`src/rtl/sbr_resolve.sv`:
```
module sbr_resolve #(
  parameter int XLEN = 32,
  parameter int PCW  = 32
) (
  input  logic            clk,
  input  logic            rst_n,
  input  logic            in_valid,
  input  logic [3:0]      op,
  input  logic [15:0]     instr,
  input  logic [PCW-1:0]  pc,
  input  logic [XLEN-1:0] dreg,
  input  logic [XLEN-1:0] areg,
  input  logic [XLEN-1:0] dimp,
  output logic [3:0]      rd_idx,
  output logic            out_valid,
  output logic            taken,
  output logic [PCW-1:0]  target,
  output logic [PCW-1:0]  next_pc,
  output logic            wb_en,
  output logic [3:0]      wb_idx,
  output logic [XLEN-1:0] wb_data,
  output logic            err
);
  localparam logic [3:0] OP_LOOP = 4'd10;

  logic [3:0]      disp;
  logic [PCW-1:0]  seq_pc, fwd_pc, back_pc, tgt_c;
  logic [XLEN-1:0] dec;
  logic            cond, bad;

  assign disp    = instr[11:8];
  assign rd_idx  = instr[15:12];
  assign seq_pc  = pc + PCW'(2);
  assign fwd_pc  = pc + PCW'({disp, 1'b0});
  assign back_pc = fwd_pc - PCW'(32);
  assign dec     = areg - XLEN'(1);

  always_comb begin
    cond = 1'b0;
    bad  = 1'b0;
    case (op)
      4'd0: cond = (dreg == dimp);
      4'd1: cond = (dreg != dimp);
      4'd2: cond = (dreg == '0);
      4'd3: cond = (dreg != '0);
      4'd4: cond = (areg == '0);
      4'd5: cond = (areg != '0);
      4'd6: cond = !dreg[XLEN-1];
      4'd7: cond = !dreg[XLEN-1] && (dreg != '0);
      4'd8: cond = dreg[XLEN-1] || (dreg == '0);
      4'd9: cond = dreg[XLEN-1];
      OP_LOOP: cond = (dec != '1);
      default: bad = 1'b1;
    endcase
  end

  assign tgt_c = bad ? seq_pc : (op == OP_LOOP) ? back_pc : fwd_pc;

  always_ff @(posedge clk) begin
    if (!rst_n) begin
      out_valid <= 1'b0;
      taken     <= 1'b0;
      target    <= '0;
      next_pc   <= '0;
      wb_en     <= 1'b0;
      wb_idx    <= '0;
      wb_data   <= '0;
      err       <= 1'b0;
    end else begin
      out_valid <= in_valid;
      err       <= in_valid && bad;
      wb_en     <= in_valid && (op == OP_LOOP);
      if (in_valid) begin
        taken   <= cond;
        target  <= tgt_c;
        next_pc <= cond ? tgt_c : seq_pc;
        if (op == OP_LOOP) begin
          wb_idx  <= rd_idx;
          wb_data <= dec;
        end
      end
    end
  end
endmodule


```
`config.mk`:
```
export PLATFORM = sky130hd
export DESIGN_NAME = sbr_resolve
export DESIGN_NICKNAME = d
export VERILOG_FILES = /design/src/rtl/sbr_resolve.sv
export SDC_FILE = /design/constraint.sdc
export NUM_CORES = 1
export LEC_CHECK = 0
export BUFFER_PORTS_ARGS = -buffer_cell sky130_fd_sc_hd__buf_2
export CORE_MARGIN = 2
export CORE_UTILIZATION = 55
export DETAILED_ROUTE_END_ITERATION = 12
export PLACE_DENSITY = 0.83
export REMOVE_ABC_BUFFERS = 1
export SETUP_SLACK_MARGIN = 0.3
export SLEW_MARGIN = 5
export SYNTH_ARGS = -nofsm -noshare
export SYNTH_HDL_FRONTEND = slang
export SYNTH_SLANG_ARGS = --single-unit
```
`constraint.sdc`:
```
create_clock -name clk -period 7.3 [get_ports clk]
set_input_delay 0.365 -clock clk [delete_from_list [all_inputs] [get_ports clk]]
set_output_delay 0.365 -clock clk [all_outputs]
set_load 0.1 [all_outputs]
```
Word-level counts from Yosys, hierarchy flattened
Index checks and enable logic that the tools add are counted.
{ "totals": {"register_bits": 104, "output_inout_bits": 108, "wordCells": 42} }
{ "classes": {"n_addsub": 4, "eq_ne": 13, "mux": 5, "reduce_logical": 12} }
{ "op_table": {"columns": ["cell", "count"], "rows": [
  ["2-to-1 mux 32 bit", 3],
  ["zero test 32 bit", 2],
  ["nonzero test 32 bit", 2],
  ["adder 32 x 2 -> 32 bit (second input constant)", 1],
  ["adder 32 x 5 -> 32 bit", 1],
  ["== test 32 bit", 1],
  ["!= test 32 bit", 1],
  ["!= test 32 bit (second input constant)", 1],
  ["subtractor 32 x 1 -> 32 bit (second input constant)", 1],
  ["subtractor 32 x 6 -> 32 bit (second input constant)", 1],
  ["== test 4 x 3 -> 1 bit (second input constant)", 4],
  ["== test 4 bit (second input constant)", 3],
  ["case mux 1 bit (11 select lines)", 1],
  ["OR reduction 11 bit", 1],
  ["== test 4 x 2 -> 1 bit (second input constant)", 2],
  ["== test 4 x 1 -> 1 bit (second input constant)", 1],
  ["zero test 4 bit", 1],
  ["logical AND 1 bit", 3],
  ["AND reduction 2 bit", 1],
  ["zero test 1 bit", 1],
  ["logical OR 1 bit", 1],
  ["2-to-1 mux 1 bit", 1]
]} }

Depth between registers and ports, before layout
{ "depth": {"ltp_word": 5, "ltp_mapped": 16, "depth_no_buf": 14} }

Worst setup path before layout
OpenSTA, ideal clock, no wires.
{ "synth_timing": {"kind": "input to register", "start": "in instr[8]", "end": "reg target[27]", "setup_time_ns": 0.119, "arrival_time_ns": 3.430, "required_time_ns": 7.181, "setup_slack_ns": 3.751, "path_stages": 16, "cell_sequence": "ha_1 inv_1 fa_1 nand2b_1 a21o_1 buf_1 xnor2_1 ha_1 nand2_1 nor2b_1 and3_1 clkbuf_1 nand3_1 or4_1 a31oi_1 nor2_1"} }
{ "synth_between": {"elab_chain_cells": 4} }
{ "synth_rtl": {"columns": ["item", "line_no", "rtl"], "rows": [
  ["start: declaration", "9", "input logic [15:0] instr,"],
  ["adder 32 x 5 -> 32 bit *", "34", "assign fwd_pc = pc + PCW'({disp, 1'b0});"],
  ["subtractor 32 x 6 -> 32 bit", "35", "assign back_pc = fwd_pc - PCW'(32);"],
  ["2-to-1 mux 32 bit * (2 in a row)", "57", "assign tgt_c = bad ? seq_pc : (op == OP_LOOP) ? back_pc : fwd_pc;"],
  ["end signal: assignment", "75", "target <= tgt_c;"],
  ["end: declaration", "17", "output logic [PCW-1:0] target,"]
]} }
Every way passes the cells marked *; elsewhere a longest branch is shown, timed or not.
A chain may end at the register's enable or synchronous reset.

Worst setup path after layout
{ "layout_timing": {"start": "in pc[1]", "end": "reg next_pc[16]"} }
{ "layout_between": {"elab_chain_cells": 5} }
{ "layout_rtl": {"columns": ["item", "line_no", "rtl"], "rows": [
  ["start: declaration", "10", "input logic [PCW-1:0] pc,"],
  ["adder 32 x 5 -> 32 bit", "34", null],
  ["subtractor 32 x 6 -> 32 bit", "35", null],
  ["2-to-1 mux 32 bit (2 in a row)", "57", null],
  ["2-to-1 mux 32 bit *", "76", "next_pc <= cond ? tgt_c : seq_pc;"],
  ["end signal: assignment", "76", null],
  ["end: declaration", "18", "output logic [PCW-1:0] next_pc,"]
]} }
Marked as above.

==> reports/qor.txt <==
DRC - 0
Wire length per cell - 17.42 um
Root buffer cell - clkbuf_16
Dpl cells - 1403
CTS tree - built
Buf/Inv on CP - 2
Leak - 3.709 nW
Worst path top cell family by delay - compound AO/OA/AOI/OAI gates
I/O pin count - 259
GR Util All Layers - 31.88%
Worst vdd ir - 0.1023 mV
Area grow syn2layout - 19.26%
Slew HR - 34.35%
Period utilisation layout - 55.29%
Pwr/cell area - 180.2 nW/um^2
Setup TNS - 0 ns
Kind of critical path - primary input to register
Via count - 8607
Final setup viols - 0
Vias in the first global route - 7756
First-pass GRT wire length - 38790 um
Initial Utilization - 56.46%
Initial DRC Count - 574
Slowest-stage cell, CP - a21oi_1
Ys Warns - 0
Drt via density - 6.066
# Max-Cap Violations - 0
Crit path DAT - 4.28 ns
Slowest stage delay, CP - 0.70 ns
Post-synth top area share - 26.21%
DRT antenna net count - 0
H-tree depth - 3
Later-pin clock latency in the skew report - 0.36 ns
Critical path required time - 7.55 ns
Nets@finish - 1394
FF+latch count, synth - 103
EDFF count, synth - 0
Core ar. - 13930 sq um
Count of final max-slew check failures - 0
Avg Inst Size Synth - 7.550 sq um
Setup ws final - 3.264 ns
Post-CTS Hold Fix Bufs - 0
Initial antenna violation count - 0
CTS resizes - 0
Crit path max fanout - 16
Top post-synthesis cells by area - dfxtp_1 26%, xnor2_1 7.7%, xor2_1 6.7%, nor2_1 5.3%, nand2_1 5.2%
Synth cell types - 83
Rows - 43
CP Launch Type - primary input
Util after Layout - 67.33%
Clock Pin Slew Worst Setup and Hold Paths - 0.07 ns
Measured slew at the worst slew-check pin - 0.9772 ns
Largest net degree at the start of global routing - 83
DIE AREA - 15280 sq um
Synth top cells by count - 112 x nor2_1, 108 x nand2_1, 103 x dfxtp_1, 69 x xnor2_1, 62 x clkbuf_1
Hold crit path type - primary input to register
RSZ-0062 raised after global routing - no
Post-detail-place hpwl - 18370 um
Dpl ws - 3.047 ns
Setup crit end kind - register
Non-Filler Instances - 1419
Final min period - 4.036 ns
Gr ovfl total - 0
IO Port Bufs - 250
Clock Skews - 0 ns
Clock buffer depth - 2
Postcts setup bufs - 0
Seq/Total Area, Yosys - 26.21%
Crit-path cells - buf_2 -> ha_1 -> inv_1 -> fa_1 -> nand2b_1 -> a21o_1 -> nor2_1 -> xor2_1 -> a21oi_1 -> a2111oi_0 -> a211oi_1 -> or4b_2 -> nand3_1
Hold Violations, Final - 0
Placer congestion estimate - 0.9606
Share of layout cells above drive strength 1 - 24.62%
Cells after Synth - 1042
Status - finished clean
Leading area contributor after synthesis - dfxtp_1
Die width - 123.6 um
Mapped Area - 7868 sq um
Post-synth ARST share - 0%
Most numerous cell in the Yosys netlist - nor2_1
Main flop type after synthesis - dfxtp_1
CTS sink count - 103
Die Y - 123.6 um
DRT Pass-1 Iters - 5
Max Fclk - 0.2478 GHz
Diode count - 0
WL final - 24720 um
Total CTS buffers - 9
-- through the flow --
| stage | power [mW] | area (sq um) | hold WS (ns) |
|---|---|---|---|
| floorplan | 1.046 | 7531 | 0.4431 |
| global placement | 1.217 | 9101 | 0.4362 |
| detailed placement | 1.226 | 9101 | 0.4461 |
| CTS | 1.697 | 9383 | 0.2396 |
| global route | 1.759 | 9383 | 0.2546 |
| finish | 1.690 | 9383 | 0.2466 |
-- worst paths after layout --
path          startpoint           to  slack [ns]  cells past startpoint
max                pc[1]  next_pc[16]        3.26                     13
min            instr[12]    wb_idx[0]        0.25                      3
max reg2reg  wb_data[21]  wb_data[21]        6.53                      2
min reg2reg    wb_idx[1]    wb_idx[1]        0.45                      2
-- registers in the layout, summed over array words and instances (netlist names) --
register / flops
err: 1
next_pc: 31
out_valid: 1
taken: 1
target: 32
wb_data: 32
wb_en: 1
wb_idx: 4
-- per-layer routing --
| layer | track usage (%) | vias to the layer above | share of wire (%) |
|---|---|---|---|
| met1 | 40.76 | 4011 | 42 |
| met4 | 7.528 | 0 | 1.5 |
| li1 | - | 4189 | - |
| met3 | 9.341 | 29 | 10 |
| met2 | 52.95 | 378 | 47 |
| met5 | 0 | - | 0 |
-- cells in the final DEF, fill, tap and decap left out, types with 4 or more instances in the layout --
master,n
a211oi_1,38
a21oi_1,47
a22o_1,4
a311oi_1,12
a31oi_1,5
a32o_1,4
and2_1,8
and3_1,13
and4_1,7
buf_2,250
buf_4,10
clkbuf_16,9
dfxtp_1,103
ha_1,8
inv_1,15
mux2i_1,19
nand2_1,108
nand2b_1,4
nand3_1,31
nand3b_1,6
nand4_1,32
nor2_1,112
nor2b_1,5
nor3_1,32
nor3b_1,7
nor4_1,36
o211ai_1,8
o21a_1,8
o21ai_0,46
o31ai_1,6
or2_2,5
or3_1,14
or4_1,10
xnor2_1,69
xor2_1,60
-- power breakdown --
part | switching [mW] | internal (mW) | total [mW]
Sequential | 0.0161 | 0.595 | 0.611
Combinational | 0.458 | 0.150 | 0.608
Clock | 0.236 | 0.236 | 0.472
Total | 0.710 | 0.980 | 1.69
-- area by class of cell --
cell class / instances / area, sq um
fill: 1239 / 4552
clock buffer: 9 / 225.2
clock inverter: 7 / 56.30
inverter: 17 / 63.81
multi-input combinational: 843 / 5424
tap: 180 / 225.2
timing repair buffer: 260 / 1326
sequential: 103 / 2062
-- worst min-delay path, stage by stage --
cell and delay [ns]:
buf_2 0.10, nand2_1 0.05, a21oi_1 0.05
-- cells by family after synthesis --
family / count (synthesis) / synth area share [%]
compound gates: 227 / 19.83
flops: 103 / 26.21
simple gates: 456 / 30.09
mux: 22 / 2.894
fa+ha+maj: 9 / 1.527
xor+xnor: 129 / 14.36
buf+inv: 96 / 5.089
Power figures use the tool's default switching activity.
